File: config.mk
export PLATFORM = sky130hd
export DESIGN_NAME = bar_probe_unit
export DESIGN_NICKNAME = d
export VERILOG_FILES = /design/src/rtl/bar_pkg.sv /design/src/rtl/bar_cfg_regs.sv /design/src/rtl/bar_decode.sv /design/src/rtl/bar_probe_unit.sv
export SDC_FILE = /design/constraint.sdc
export NUM_CORES = 1
export LEC_CHECK = 0
export BUFFER_PORTS_ARGS = -buffer_cell sky130_fd_sc_hd__buf_2
export CORE_MARGIN = 1.5
export CORE_UTILIZATION = 25
export DETAILED_ROUTE_END_ITERATION = 8
export PLACE_DENSITY = 0.49
export SLEW_MARGIN = 20
export SYNTH_ARGS = -nofsm -noshare
export SYNTH_HDL_FRONTEND = slang
export SYNTH_SLANG_ARGS = --single-unit
File: constraint.sdc
create_clock -name clk -period 1.5 [get_ports clk]
set_input_delay 0.15 -clock clk [delete_from_list [all_inputs] [get_ports clk]]
set_output_delay 0.15 -clock clk [all_outputs]
set_load 0.05 [all_outputs]
File: src/rtl/bar_pkg.sv
package bar_pkg;

    // Command register fields that this block keeps
    typedef struct packed {
        logic mem_en;
        logic io_en;
    } cmd_t;

    // One host decode request
    typedef struct packed {
        logic        valid;
        logic        is_io;
        logic [63:0] addr;
    } host_req_t;

    localparam int unsigned CMD_DW       = 1;
    localparam int unsigned BAR_FIRST_DW = 4;
    localparam int unsigned MEM_MIN_LOG2 = 4;
    localparam int unsigned IO_MIN_LOG2  = 2;

    // Address compare mask; a narrow window also pins the upper half to zero
    function automatic logic [63:0] win_mask(input int unsigned log2, input logic wide);
        logic [63:0] m;
        m = {64{1'b1}} << log2;
        if (!wide) m[63:32] = 32'hFFFF_FFFF;
        return m;
    endfunction

    // Hard-wired attribute field of the lower dword
    function automatic logic [31:0] attr_bits(input logic is_io, input logic wide, input logic pf);
        logic [31:0] a;
        a = '0;
        if (is_io) begin
            a[0] = 1'b1;
        end else begin
            a[2] = wide;
            a[3] = pf;
        end
        return a;
    endfunction

endpackage

File: src/rtl/bar_cfg_regs.sv
module bar_cfg_regs
    import bar_pkg::*;
#(
    parameter logic        WIDE   = 1'b1,
    parameter logic [63:0] MASK   = 64'hFFFF_FFFF_FFFF_F800,
    parameter logic [31:0] ATTR   = 32'h0000_000C,
    parameter logic [5:0]  BAR_DW = 6'd4
) (
    input  logic        clk,
    input  logic        rst,
    input  logic        cfg_wr,
    input  logic [5:0]  cfg_dw,
    input  logic [31:0] cfg_wdata,
    output logic [31:0] cfg_rdata,
    output cmd_t        cmd,
    output logic [63:0] base
);

    localparam logic [5:0] CMD_IDX = 6'(CMD_DW);
    localparam logic [5:0] HI_DW   = BAR_DW + 6'd1;

    cmd_t        cmd_q;
    logic [31:0] lo_q;
    logic [31:0] hi_val;

    always_ff @(posedge clk) begin
        if (rst) begin
            cmd_q <= '0;
            lo_q  <= '0;
        end else if (cfg_wr) begin
            if (cfg_dw == CMD_IDX) begin
                cmd_q.io_en  <= cfg_wdata[0];
                cmd_q.mem_en <= cfg_wdata[1];
            end
            if (cfg_dw == BAR_DW) lo_q <= cfg_wdata & MASK[31:0];
        end
    end

    generate
        if (WIDE) begin : g_upper
            logic [31:0] hi_q;
            always_ff @(posedge clk) begin
                if (rst)                            hi_q <= '0;
                else if (cfg_wr && cfg_dw == HI_DW) hi_q <= cfg_wdata & MASK[63:32];
            end
            assign hi_val = hi_q;
        end else begin : g_narrow
            assign hi_val = '0;
        end
    endgenerate

    always_comb begin
        cfg_rdata = '0;
        if (cfg_dw == CMD_IDX)             cfg_rdata = {30'd0, cmd_q.mem_en, cmd_q.io_en};
        else if (cfg_dw == BAR_DW)         cfg_rdata = lo_q | ATTR;
        else if (WIDE && cfg_dw == HI_DW)  cfg_rdata = hi_val;
    end

    assign cmd  = cmd_q;
    assign base = {hi_val, lo_q};

endmodule

File: src/rtl/bar_decode.sv
module bar_decode
    import bar_pkg::*;
#(
    parameter logic        IS_IO = 1'b0,
    parameter logic [63:0] MASK  = 64'hFFFF_FFFF_FFFF_F800
) (
    input  logic        clk,
    input  logic        rst,
    input  host_req_t   req,
    input  logic        enable,
    input  logic [63:0] base,
    output logic        hit
);

    logic hit_q;
    logic match;

    assign match = req.valid && enable && (req.is_io == IS_IO)
                   && ((req.addr & MASK) == base);

    always_ff @(posedge clk) begin
        if (rst) hit_q <= 1'b0;
        else     hit_q <= match;
    end

    assign hit = hit_q;

endmodule

File: src/rtl/bar_probe_unit.sv
module bar_probe_unit
    import bar_pkg::*;
#(
    parameter int unsigned WIN_LOG2 = 11,
    parameter bit          IS_IO    = 1'b0,
    parameter bit          IS_64    = 1'b1,
    parameter bit          PREFETCH = 1'b1,
    parameter int unsigned BAR_SLOT = 0
) (
    input  logic        clk,
    input  logic        rst,
    input  logic        cfg_wr,
    input  logic [5:0]  cfg_dw,
    input  logic [31:0] cfg_wdata,
    output logic [31:0] cfg_rdata,
    input  logic        host_req,
    input  logic        host_io,
    input  logic [63:0] host_addr,
    output logic        host_hit
);

    localparam int unsigned MIN_LOG2  = IS_IO ? IO_MIN_LOG2 : MEM_MIN_LOG2;
    localparam int unsigned EFF_LOG2  = (WIN_LOG2 < MIN_LOG2) ? MIN_LOG2 : WIN_LOG2;
    localparam logic        WIDE      = IS_64 && !IS_IO;
    localparam logic [63:0] MASK      = win_mask(EFF_LOG2, WIDE);
    localparam logic [31:0] ATTR      = attr_bits(IS_IO, WIDE, PREFETCH);
    localparam logic [5:0]  BAR_DW    = 6'(BAR_FIRST_DW + BAR_SLOT);
    localparam logic [31:0] ZERO_MASK = ~MASK[31:0] & ~ATTR & (IS_IO ? 32'hFFFF_FFFC : 32'hFFFF_FFF0);

    cmd_t        cmd;
    logic [63:0] base;
    logic        space_en;
    host_req_t   req;

    bar_cfg_regs #(
        .WIDE   (WIDE),
        .MASK   (MASK),
        .ATTR   (ATTR),
        .BAR_DW (BAR_DW)
    ) u_regs (
        .clk       (clk),
        .rst       (rst),
        .cfg_wr    (cfg_wr),
        .cfg_dw    (cfg_dw),
        .cfg_wdata (cfg_wdata),
        .cfg_rdata (cfg_rdata),
        .cmd       (cmd),
        .base      (base)
    );

    assign space_en  = IS_IO ? cmd.io_en : cmd.mem_en;
    assign req.valid = host_req;
    assign req.is_io = host_io;
    assign req.addr  = host_addr;

    bar_decode #(
        .IS_IO (IS_IO),
        .MASK  (MASK)
    ) u_dec (
        .clk    (clk),
        .rst    (rst),
        .req    (req),
        .enable (space_en),
        .base   (base),
        .hit    (host_hit)
    );

endmodule

==> results.env, run 1 <==
LAYOUT-AREA-OVERHEAD-VS-SYNTH_PCT=57.48
POWER.SEQUENTIAL.FRACTION_PCT=47.2
HOLD_SLACK_NS=0.08599
COMB_POWER_SHARE_PCT=10.7
P_SWITCHING_uW=735.8
CLK-INSERTION-DELAY-LATE_NS=0.29
FIRST_GLOBAL_VIAS=3020
SYNTHESIS.AREA_MM2=0.002943
YOSYS_REGISTER_BITS=56
RR_STARTPOINT='u_regs.lo_q[22]$_SDFFE_PP0P_'
VIA_COUNT=3035
WORST_REG_TO_REG_PATH_CELL_COUNT=5
CTS_ROOT_BUFFER='clkbuf_16'
TOTAL_WIRE_LENGTH_AFTER_DETAILED_ROUTING_UM=11260
PLACE.GP.CONGESTION=0.7861
POST-LAYOUT-TOTAL-POWER_uW=3173
P_INT_uW=2437
SYNTH-WARNING-COUNT=0
LEAKAGEPOWER_uW=0.002096
SWITCHING_SHARE_PCT=23.19
CLOCK_TRANSITION_AT_THE_REGISTERS_OF_THE_REPORTED_PATHS_NS=0.07
SKEW_NS=0.003584
PEAKVDDDROP_uV=420.1
FINAL_LAYOUT_SIZE_SUFFIX_GT1_SHARE_PCT=41.15
DETAILEDROUTE.FIRSTITERATIONVIOLATIONS=88
CTS.PATH.MAX_BUFFERS=2
HOLD_PATH.CLASS='primary input to flip-flop'
TIMING.CRITICAL_PATH.ARRIVAL_NS=1.39
FF2FF_SETUP_SLACK_NS=0.09
MIN_CLOCK_PERIOD_POST_ROUTE_NS=1.536
SYNTH_COMMON_CELLS='87 x nand2_1, 56 x dfxtp_1, 52 x a21oi_1'
REQUIRED_NS=1.35
TIMING.FINAL.WS_SETUP_NS=-0.03602
YOSYSTOPAREACELLSHARE_PCT=38.10
GRTUSAGETOTAL_PCT=16.91
RSZ0062_AT_GRT='yes'
DETAIL_ROUTED_NET_LENGTH_PER_STANDARD_CELL_UM=17.42
ANTENNA-DIODE-COUNT=0
TIMING_WORST_SETUP_PATH_TYPE='primary input to primary output'
YOSYSMOSTFREQUENTCELL='nand2_1'
GRT_ANTENNA_BEFORE_REPAIR=0
FINALCRITPERIODSHARE_PCT=102.4
FIRST_PASS_ITERS=4
VIAS_PER_CELL=4.698
CRITICAL_PATH.ENDPOINT_TYPE='primary output'
SYNTH_SIMPLE_GATE_AREA_SHARE_PCT=23.04
YS_TOP_CELLS_BY_AREA='dfxtp_1 38%, xor2_1 15%, nand2_1 11%'
POWER.DENSITY_CELL_AREA_mW_PER_MM2=684.6
GR-TOTAL-OVERFLOW=0
FINALCOREUTILIZATION_PCT=40.41
MAXIMUM_OPERATING_FREQUENCY_MHz=651.0
CTS_TREE='done'
TIMING.MAX_CAP.VIOLATIONS=0
SYNTH_XOR_AREA_SHARE_PCT=15.77
SLEW_VIOL_FINAL=0
FINAL_NET_COUNT=609
CRITPATHLAUNCH='cfg_dw[4]'
CTS_HOLD_BUF=0
SYNTH_ADDER_AREA_SHARE_PCT=0
SYNTH_MUX_AREA_SHARE_PCT=1.361
NUMBER_OF_FLOPS_MAPPED_TO_ENABLE_CELLS_BY_YOSYS=0
SYNTH_CELL_TYPES=24
DIE_AREA_MM2=0.01243
DP_HPWL_UM=7325
HTREE_NUM_LEVELS=2
SYNTH_TOP_FAMILY_BY_AREA='simple AND/OR/NAND/NOR gates'
SYNTHCELLS=360
NUM_IO_PINS=140
COMPOUND_GATE_FRACTION_OF_SYNTH_AREA_PCT=15.90
NUMBER_OF_NETS_WITH_ANTENNA_VIOLATIONS_AFTER_DETAILED_ROUTING=0
PLACE.PORT_BUFFERS=128
REPORT.FINAL.HOLD_VIOL_COUNT=0
INITIAL_STANDARD_CELL_UTILIZATION_OF_THE_CORE_PCT=25.66
ASYNC_FLOP_SHARE_PCT=0
POSTSYNTHNETCOUNT=467
PLACEMENTROWS=39
SLEW_HEADROOM_PCT=58.58
SYNTH_AREA_PER_CELL_UM2=8.175
SYNTH_FF_TYPE='dfxtp_1'
DRCVIOLATIONCOUNT=0
WORST-PATH-MAX-FANOUT=5
DIE_W_UM=111.5
FINALSETUPTNS_NS=-0.2701
STATUS='complete, but fails checks'
PIN_COUNT_OF_THE_BIGGEST_NET_ENTERING_GLOBAL_ROUTING=56
CLOCKPOWERSHARE_PCT=42.1
CRIT_END='cfg_rdata[25]'
NETLIST.TOP_CELL.BY_AREA='dfxtp_1'
DIE_HEIGHT_UM=111.5
YS_SEQ_AREA_SHARE_PCT=38.10
CP-START-KIND='primary input'
CLOCK_SINKS=56
NUMCTSBUFFERS=5
GRT_PASS1_WL_UM=16230
VIOLATIONS='negative setup slack'
RR_ENDPOINT='u_dec.hit$_SDFF_PP0_'
TIGHTEST_SLEW_NS=0.6212
REPORT.FINAL.SETUP_VIOL=17
CORE-AREA_MM2=0.01147
[metrics by stage]
step | area (µm²) | setup slack, ns | std cells
final | 4634 | -0.03602 | 646
after CTS | 4247 | -0.03804 | 642
after global placement | 3842 | -0.1153 | 627
after floorplan | 2972 | 0.03038 | 360
after detailed placement | 3842 | -0.1166 | 627
after global routing | 4634 | -0.07884 | 646
[worst min-delay path by stage]
stage,startpoint,endpoint,depth (start not counted)
2_1_floorplan,cfg_wdata[10],u_regs.g_upper.hi_q[10]$_SDFFE_PP0P_,2
3_3_place_gp,cfg_wdata[3],u_regs.g_upper.hi_q[3]$_SDFFE_PP0P_,3
3_5_place_dp,cfg_wdata[4],u_regs.g_upper.hi_q[4]$_SDFFE_PP0P_,3
4_1_cts,cfg_wdata[3],u_regs.g_upper.hi_q[3]$_SDFFE_PP0P_,3
5_1_grt,cfg_wdata[10],u_regs.g_upper.hi_q[10]$_SDFFE_PP0P_,3
6_report,cfg_wdata[4],u_regs.g_upper.hi_q[4]$_SDFFE_PP0P_,3
[area by class of cell]
type / instances / area (µm²)
well taps: 143 / 178.9
clock buffers: 6 / 128.9
repair buffers: 160 / 1286
multi-input cells: 279 / 1882
flip-flops and latches: 56 / 1124
clock inverters: 2 / 35.03
fillers: 1178 / 6833
[power groups by stage]
stage                     clock [µW]  sequential (µW)  combinational, µW
final                           1340             1500                338
after global routing            1420             1500                371
after CTS                       1380             1500                326
after detailed placement           0             1530                316
after global placement             0             1530                315
after floorplan                    0             1530                111
[cell families (layout without fill, tap and decap cells)]
kind of cell    after synthesis  count (layout)
compound gates               76              76
xor+xnor                     53              53
buf+inv                      25             168
flops                        56              56
mux                           4               4
simple gates                146             146
[cells in the final DEF, fill, tap and decap left out, types with 2 or more instances in the layout]
cell type / n
buf_2: 96
nand2_1: 87
dfxtp_1: 54
a21oi_1: 52
xor2_1: 51
nand3_1: 22
buf_8: 21
buf_4: 21
a22o_4: 20
buf_6: 14
nor4_1: 9
clkbuf_16: 8
and2_4: 6
nor2_1: 5
nor4_2: 5
buf_12: 5
mux2i_1: 4
nand4_1: 4
and2_1: 2
a21o_2: 2
nand4b_1: 2
xnor2_1: 2
dfxtp_2: 2
[worst max-delay path, cell delays in order]
cell	delay, ns
buf_6	0.09
nor4_4	0.29
and3b_2	0.27
buf_8	0.15
clkbuf_16	0.17
a22o_4	0.12
buf_8	0.14
[timing repair]
action / CTS / global route
buffers inserted: 6 / 1
gates cloned: 1 / 4
pin swaps: 1 / 7
resized for setup: 54 / 66
endpoints found under the setup margin: 31 / 27
[metal layers]
metal  up-vias  part of all wire, %  global-route usage [%]
met4         0                  1.4                   4.051
met1      1415                   46                   22.71
met3         9                  4.8                   3.593
met5         -                    0                       0
li1       1522                    -                       -
met2        89                   48                   27.81
[state kept, by name, summed over array words and instances, names as in the netlist]
signal and flops:
u_regs.lo_q 21, u_regs.g_upper.hi_q 32, u_regs.cmd 2, u_dec.hit 1
(Power assumes the default switching activity.)
==> run 2, diff against run 1 <==
Settings changed: SKIP_LAST_GASP set to 1.
==> run 2 against run 1 <==
Effect of this change: the flow still finishes with violations (negative setup slack); critical path depth unchanged; core utilization decreased by 0.46 points; hold slack got worse by 0.00088 ns; first-iteration DRC count decreased by 13%; critical endpoint unchanged.
==> results.env, run 2 (synthesis results as in run 1) <==
TIMING.CRITICAL_PATH.ARRIVAL_NS=1.39  # about the same
SLEW_HEADROOM_PCT=58.20  # -0.39 points
PEAKVDDDROP_uV=421.1  # +0.23%
TIMING_WORST_SETUP_PATH_TYPE='primary input to primary output'
ANTENNA-DIODE-COUNT=0  # unchanged
FF2FF_SETUP_SLACK_NS=0.06  # -0.03 ns
CTS_HOLD_BUF=0  # unchanged
FIRST_PASS_ITERS=4  # unchanged
CRITICAL_PATH.CELL_CHAIN='buf_6, nor4_4, and3b_2, buf_8, clkbuf_16, a22o_4, buf_8'
HOLD_PATH.CLASS='primary input to flip-flop'
NUM_IO_PINS=140  # unchanged
PLACE.PORT_BUFFERS=128  # unchanged
DIE_HEIGHT_UM=111.5  # unchanged
FIRST_GLOBAL_VIAS=3020  # unchanged
LARGEST_REGISTER_FFS=32  # unchanged
CLK-INSERTION-DELAY-LATE_NS=0.29  # about the same
REGISTERS.TOP_BY_FF_COUNT='u_regs.g_upper.hi_q'
PATH_COMMON_CELL='buf_8'
SKEW_NS=0.003803  # +0.0002190 ns
TIGHTEST_SLEW_NS=0.6270  # +0.005789 ns
GRTUSAGETOTAL_PCT=16.91  # unchanged
CP_NUM_BUF_INV=4  # unchanged
CLOCK_SINKS=56  # unchanged
DRCVIOLATIONCOUNT=0  # unchanged
LAYOUT-AREA-OVERHEAD-VS-SYNTH_PCT=55.70
HOLD_PATH_STARTPOINT='cfg_wdata[4]'
DETAILEDROUTE.FIRSTITERATIONVIOLATIONS=77  # -13%
LEAKAGEPOWER_uW=0.002080  # -0.74%
RR_ENDPOINT='u_dec.hit$_SDFF_PP0_'
DIE_W_UM=111.5  # unchanged
ROUTE.LAYER.MET1.WL_UM=5196  # about the same
CTS.PATH.MAX_BUFFERS=2  # unchanged
TIMING.CRITICAL_PATH.DEPTH=7  # unchanged
SLOWEST_STAGE='nor4_4'
TIMING.FINAL.WS_SETUP_NS=-0.03618  # -0.0001626 ns
NUMBER_OF_NETS_WITH_ANTENNA_VIOLATIONS_AFTER_DETAILED_ROUTING=0  # unchanged
PRE_CTS_SLACK_NS=-0.1166  # unchanged
TOP_LAYER='met4'
MAXIMUM_OPERATING_FREQUENCY_MHz=651.0  # about the same
CRITPATHLAUNCH='cfg_dw[4]'
LAYOUT.CELLS.MOST_COMMON='buf_2'
MIN_CLOCK_PERIOD_POST_ROUTE_NS=1.536  # +0.0001626 ns
VIAS_PER_CELL=4.692  # -0.13%
POWER.DENSITY_CELL_AREA_mW_PER_MM2=692.9  # +1.2%
LAYOUT.CELLS.NON_FILLER=646  # unchanged
CTS_TREE='done'
INITIAL_STANDARD_CELL_UTILIZATION_OF_THE_CORE_PCT=25.66  # unchanged
GR-TOTAL-OVERFLOW=0  # unchanged
TOP_LIBRARY_CELLS_BY_USAGE_IN_THE_LAYOUT_FILL_AND_TAPS_ASIDE='96 x buf_2, 87 x nand2_1, 54 x dfxtp_1'
FINAL_LAYOUT_SIZE_SUFFIX_GT1_SHARE_PCT=39.96  # -1.2 points
CORE-AREA_MM2=0.01147  # unchanged
CLOCK_TRANSITION_AT_THE_REGISTERS_OF_THE_REPORTED_PATHS_NS=0.07  # about the same
PLACE.GP.CONGESTION=0.7861  # unchanged
FINALCOREUTILIZATION_PCT=39.96  # -0.46 points
DP_CELLS=627  # unchanged
WORST_REG_TO_REG_PATH_CELL_COUNT=5  # unchanged
REPORT.FINAL.HOLD_VIOL_COUNT=0  # unchanged
PLACEMENTROWS=39  # unchanged
WORST-PATH-MAX-FANOUT=5  # unchanged
SLOWEST_DELAY_NS=0.29  # about the same
FINALCRITPERIODSHARE_PCT=102.4  # about the same
GRT_PASS1_WL_UM=16230  # unchanged
FINAL_CELL_AREA_MM2=0.004582  # -1.1%
DP_HPWL_UM=7325  # unchanged
SLEW_VIOL_FINAL=0  # unchanged
RSZ0062_AT_GRT='yes'
DPL-INSTANCE-AREA_MM2=0.003842  # unchanged
DETAIL_ROUTED_NET_LENGTH_PER_STANDARD_CELL_UM=17.37  # -0.31%
NUMCTSBUFFERS=5  # unchanged
DIE_AREA_MM2=0.01243  # unchanged
CPLARGESTDELAYFAMILY='simple AND/OR/NAND/NOR gates'
TIMING.MAX_CAP.VIOLATIONS=0  # unchanged
RR_STARTPOINT='u_regs.lo_q[22]$_SDFFE_PP0P_'
PIN_COUNT_OF_THE_BIGGEST_NET_ENTERING_GLOBAL_ROUTING=56  # unchanged
VIA_COUNT=3031  # -0.13%
CRIT_END='cfg_rdata[25]'
REPORT.FINAL.SETUP_VIOL=17  # unchanged
CP-START-KIND='primary input'
VIOLATIONS='negative setup slack'
GRT_ANTENNA_BEFORE_REPAIR=0  # unchanged
CRITICAL_PATH.ENDPOINT_TYPE='primary output'
MET3_LENGTH_UM=549  # +1.9%
FINAL_NET_COUNT=609  # unchanged
STATUS='complete, but fails checks'
POST-LAYOUT-TOTAL-POWER_uW=3175  # about the same
TOTAL_WIRE_LENGTH_AFTER_DETAILED_ROUTING_UM=11220  # -0.31%
CTS_ROOT_BUFFER='clkbuf_16'
WL_MET2_UM=5319  # -0.76%
REQUIRED_NS=1.35  # about the same
HTREE_NUM_LEVELS=2  # unchanged
run 2: cell counts in the layout (fill, tap and decap cells not counted):
No cell type changed its count.
run 2: layout make-up:
type	count	area, µm²
clock buffers	6	128.9
clock inverters	2	35.03
fillers	1187	6885
multi-input cells	279	1867
flip-flops and latches	56	1124
well taps	143	178.9
repair buffers	160	1249
run 2: how the worst min path moves through the flow:
stage                                                       to  depth (start not counted)
final                      u_regs.g_upper.hi_q[4]$_SDFFE_PP0P_                          3
after global placement     u_regs.g_upper.hi_q[3]$_SDFFE_PP0P_                          3
after CTS                  u_regs.g_upper.hi_q[3]$_SDFFE_PP0P_                          3
after global routing      u_regs.g_upper.hi_q[10]$_SDFFE_PP0P_                          3
after floorplan           u_regs.g_upper.hi_q[10]$_SDFFE_PP0P_                          2
after detailed placement   u_regs.g_upper.hi_q[4]$_SDFFE_PP0P_                          3
run 2: stage by stage:
stage,setup TNS [ns],hold slack (ns)
floorplan,0,0.2860
finish,-0.2877,0.08510
detailed placement,-2.565,0.3962
global placement,-2.487,0.3920
CTS,-0.4440,0.07847
global route,-1.346,0.08804
run 2: repair_timing:
item | in CTS | in global routing
cloned | 1 | 4
gates resized for setup | 54 | 50
endpoints found under the setup margin | 31 | 27
pin swaps | 1 | 6
buffers inserted | 6 | 1
run 2: power by group:
group / internal, µW / leakage, µW / switching, µW
logic: 158 / 0.00155 / 180
clock network: 788 / 0.0000808 / 551
registers: 1490 / 0.000452 / 6.23
total: 2440 / 0.00208 / 738
run 2: per-layer routing:
metal	up-vias	global-route usage, %
met5	-	0
met4	0	4.051
met3	9	3.593
met2	97	27.81
met1	1398	22.71
li1	1527	-
run 2: worst min-delay path, cell delays in order:
cell and delay (ns):
buf_2 0.09, nand2_1 0.04, a21oi_1 0.05
==> run 3, diff against run 2 <==
Settings changed: PLACE_DENSITY 0.49 to 0.48, RECOVER_POWER set to 50, SYNTH_HIERARCHICAL set to 1.
==> run 3 against run 2 <==
Effect of this change: the run still ends with negative setup slack left; global-route usage rose by 0.87 points; non-clock buffer count rose by 20; clock power rose by 3%; design area rose by 15%; sequential share of layout area fell by 3.1 points; highest routed layer unchanged.
==> results.env, run 3 <==
DP_HPWL_UM=9283  # +27%
PIN_COUNT_OF_THE_BIGGEST_NET_ENTERING_GLOBAL_ROUTING=30  # -46%
YOSYS_REGISTER_BITS=56  # unchanged
YOSYSTOPAREACELLSHARE_PCT=33.80  # -4.3 points
CTS.PATH.MAX_BUFFERS=2  # unchanged
PLACE.GP.CONGESTION=0.7908  # +0.60%
FIRST_PASS_ITERS=4  # unchanged
SYNTH_COMMON_CELLS='56 x dfxtp_1, 42 x xnor2_1, 41 x o21ai_0'
GRT_ANTENNA_BEFORE_REPAIR=0  # unchanged
VIAS_PER_CELL=4.758  # +1.4%
NUMBER_OF_NETS_WITH_ANTENNA_VIOLATIONS_AFTER_DETAILED_ROUTING=0  # unchanged
DRCVIOLATIONCOUNT=0  # unchanged
DIE_HEIGHT_UM=118.2  # +6.0%
TIMING.CRITICAL_PATH.ARRIVAL_NS=1.60  # +0.21 ns
GRT_PASS1_WL_UM=19410  # +20%
SYNTHESIS.AREA_MM2=0.003317  # +13%
SLEW_VIOL_FINAL=0  # unchanged
CLOCK_TRANSITION_AT_THE_REGISTERS_OF_THE_REPORTED_PATHS_NS=0.08  # about the same
WORST_REG_TO_REG_PATH_CELL_COUNT=5  # unchanged
TIMING_WORST_SETUP_PATH_TYPE='primary input to primary output'
REPORT.FINAL.HOLD_VIOL_COUNT=0  # unchanged
NUMCTSBUFFERS=5  # unchanged
CP-START-KIND='primary input'
SYNTH_FF_TYPE='dfxtp_1'
NETLIST.TOP_CELL.BY_AREA='dfxtp_1'
DIE_AREA_MM2=0.01397  # +12%
WORST-PATH-MAX-FANOUT=7  # +2
TIGHTEST_SLEW_NS=0.6582  # +0.03121 ns
VIOLATIONS='negative setup slack'
PEAKVDDDROP_uV=525.2  # +25%
FINAL_NET_COUNT=649  # +6.6%
YOSYSMOSTFREQUENTCELL='dfxtp_1'
TIMING.MAX_CAP.VIOLATIONS=0  # unchanged
ASYNC_FLOP_SHARE_PCT=0  # unchanged
CRITICAL_PATH.ENDPOINT_TYPE='primary output'
PATH_COMMON_CELL='buf_6'
STATUS='complete, but fails checks'
POWER.DENSITY_CELL_AREA_mW_PER_MM2=633.2  # -8.6%
SLOWEST_DELAY_NS=0.59  # +0.30 ns
FINALCRITPERIODSHARE_PCT=116.5  # +14 points
GRTUSAGETOTAL_PCT=17.78  # +0.87 points
TIMING.CRITICAL_PATH.DEPTH=8  # +1
TIMING.FINAL.WS_SETUP_NS=-0.2468  # -0.2106 ns
RR_STARTPOINT='u_regs/g_upper.hi_q[8]$_SDFFE_PP0P_'
CRITPATHLAUNCH='cfg_dw[5]'
RR_ENDPOINT='u_dec/hit$_SDFF_PP0_'
LAYOUT-AREA-OVERHEAD-VS-SYNTH_PCT=58.32
CP_NUM_BUF_INV=5  # +1
RSZ0062_AT_GRT='yes'
NUMBER_OF_FLOPS_MAPPED_TO_ENABLE_CELLS_BY_YOSYS=0  # unchanged
CLK-INSERTION-DELAY-LATE_NS=0.29  # about the same
CORE-AREA_MM2=0.01277  # +11%
TOP_LIBRARY_CELLS_BY_USAGE_IN_THE_LAYOUT_FILL_AND_TAPS_ASIDE='93 x buf_2, 52 x dfxtp_1, 41 x o21ai_0'
SLOWEST_STAGE='or4b_4'
LEAKAGEPOWER_uW=0.002226  # +7.0%
CTS_ROOT_BUFFER='clkbuf_16'
GR-TOTAL-OVERFLOW=0  # unchanged
LAYOUT.CELLS.MOST_COMMON='buf_2'
MIN_CLOCK_PERIOD_POST_ROUTE_NS=1.747  # +0.2106 ns
HOLD_SLACK_NS=0.1082  # +0.02311 ns
REGISTERS.TOP_BY_FF_COUNT='u_regs/g_upper.hi_q'
FINALCOREUTILIZATION_PCT=41.11  # +1.2 points
YS_TOP_CELLS_BY_AREA='dfxtp_1 34%, xnor2_1 11%, nand2b_1 7.2%'
REQUIRED_NS=1.35  # about the same
NUM_IO_PINS=140  # unchanged
INITIAL_STANDARD_CELL_UTILIZATION_OF_THE_CORE_PCT=25.97  # +0.30 points
CTS_HOLD_BUF=0  # unchanged
CTS_TREE='done'
FIRST_GLOBAL_VIAS=3558  # +18%
VIA_COUNT=3402  # +12%
SYNTHCELLS=387  # +7.5%
REPORT.FINAL.SETUP_VIOL=32  # +15
HTREE_NUM_LEVELS=2  # unchanged
HOLD_PATH.CLASS='primary input to flip-flop'
DETAIL_ROUTED_NET_LENGTH_PER_STANDARD_CELL_UM=17.45  # +0.48%
SKEW_NS=0.005082  # +0.001279 ns
CPLARGESTDELAYFAMILY='simple AND/OR/NAND/NOR gates'
SYNTH_CELL_TYPES=33  # +38%
DIE_W_UM=118.2  # +6.0%
MAXIMUM_OPERATING_FREQUENCY_MHz=572.5  # -12%
CRIT_END='cfg_rdata[2]'
ANTENNA-DIODE-COUNT=0  # unchanged
FINAL_LAYOUT_SIZE_SUFFIX_GT1_SHARE_PCT=43.09  # +3.1 points
PLACEMENTROWS=41  # +5.1%
SYNTH_AREA_PER_CELL_UM2=8.571  # +4.8%
SLEW_HEADROOM_PCT=56.31  # -1.9 points
FF2FF_SETUP_SLACK_NS=0.07  # about the same
SYNTH-WARNING-COUNT=6  # +6
CLOCK_SINKS=56  # unchanged
YS_SEQ_AREA_SHARE_PCT=33.80  # -4.3 points
TOTAL_WIRE_LENGTH_AFTER_DETAILED_ROUTING_UM=12480  # +11%
PLACE.PORT_BUFFERS=128  # unchanged
DETAILEDROUTE.FIRSTITERATIONVIOLATIONS=237  # +210%
LARGEST_REGISTER_FFS=32  # unchanged
CRITICAL_PATH.CELL_CHAIN='buf_6, or4b_4, nor2_4, buf_6, buf_12, buf_6, a21o_4, buf_8'
-- run 3: changes by cell type after synthesis, moves of 8 or more --
cell      delta
a21oi_1     -20
clkbuf_1    +12
nand2b_1    +38
nand3_1     +11
nand2_1     -85
nand4_1      +8
xor2_1      -40
buf_4       +11
o21ai_0     +41
xnor2_1     +40
mux2i_1     +10
-- run 3: final cells by class --
class / count / area [µm²]
multi-input combinational: 298 / 2290
clock inverter: 3 / 47.55
tap: 172 / 215.2
inverter: 1 / 3.754
fill: 1292 / 7522
timing repair buffer: 180 / 1444
clock buffer: 5 / 125.1
sequential: 56 / 1126
-- run 3: what timing repair did --
action                     in CTS  in global routing
gates resized for setup        98                 20
buffers inserted                7                  0
setup endpoints to repair      33                 33
gates cloned                    2                  1
pin swaps                       8                 17
-- run 3: worst min path at each step --
stage	cells after the start	endpoint	start
5_1_grt	3	u_regs/g_upper.hi_q[10]$_SDFFE_PP0P_	cfg_wdata[10]
6_report	3	u_regs/g_upper.hi_q[19]$_SDFFE_PP0P_	cfg_wdata[19]
4_1_cts	3	u_regs/g_upper.hi_q[3]$_SDFFE_PP0P_	cfg_wdata[3]
3_3_place_gp	3	u_regs/g_upper.hi_q[3]$_SDFFE_PP0P_	cfg_wdata[3]
3_5_place_dp	3	u_regs/g_upper.hi_q[3]$_SDFFE_PP0P_	cfg_wdata[3]
2_1_floorplan	2	u_regs/g_upper.hi_q[0]$_SDFFE_PP0P_	cfg_wdata[0]
-- run 3: worst min-delay path: cells and delay by family --
| family | cells | cell delay, ns |
|---|---|---|
| AO/OA/AOI/OAI | 1 | 0.05 |
| buffers and inverters | 1 | 0.11 |
| AND/OR/NAND/NOR | 1 | 0.06 |
-- run 3: cells by family (layout without fill, tap and decap cells) --
logic type                after synthesis  count (layout)  synth area share (%)
DFF                                    56              56                 33.80
and+or+nand+nor                       122             122                 23.39
muxes                                  14              14                 4.225
other                                   1              11                0.1131
buffers and inverters                  43             189                 6.940
xor gates and xnor gates               53              53                 13.99
AOI/OAI and AO/OA                      98              98                 17.54
-- run 3: per-stage QoR --
step | TNS (ns) | instance area [µm²] | instances | total power, µW | worst slack [ns]
floorplan | -1.527 | 3597 | 397 | 1735 | -0.08005
global placement | -10.26 | 4583 | 699 | 1963 | -0.3618
detailed placement | -11.07 | 4583 | 699 | 1967 | -0.3925
CTS | -7.739 | 5196 | 715 | 3355 | -0.2967
global route | -8.700 | 5251 | 715 | 3471 | -0.2912
finish | -6.978 | 5251 | 715 | 3325 | -0.2468
-- run 3: where the power goes --
group / internal [µW] / switching (µW) / total (µW)
clock network: 796 / 582 / 1380
registers: 1490 / 6.40 / 1500
logic: 220 / 230 / 450
-- run 3: metal layers --
metal  GRT usage (%)  part of all wire, %
met1           23.00                   45
met2           31.40                   49
met3           2.365                  4.6
met4           3.811                  1.3
met5               0                    0
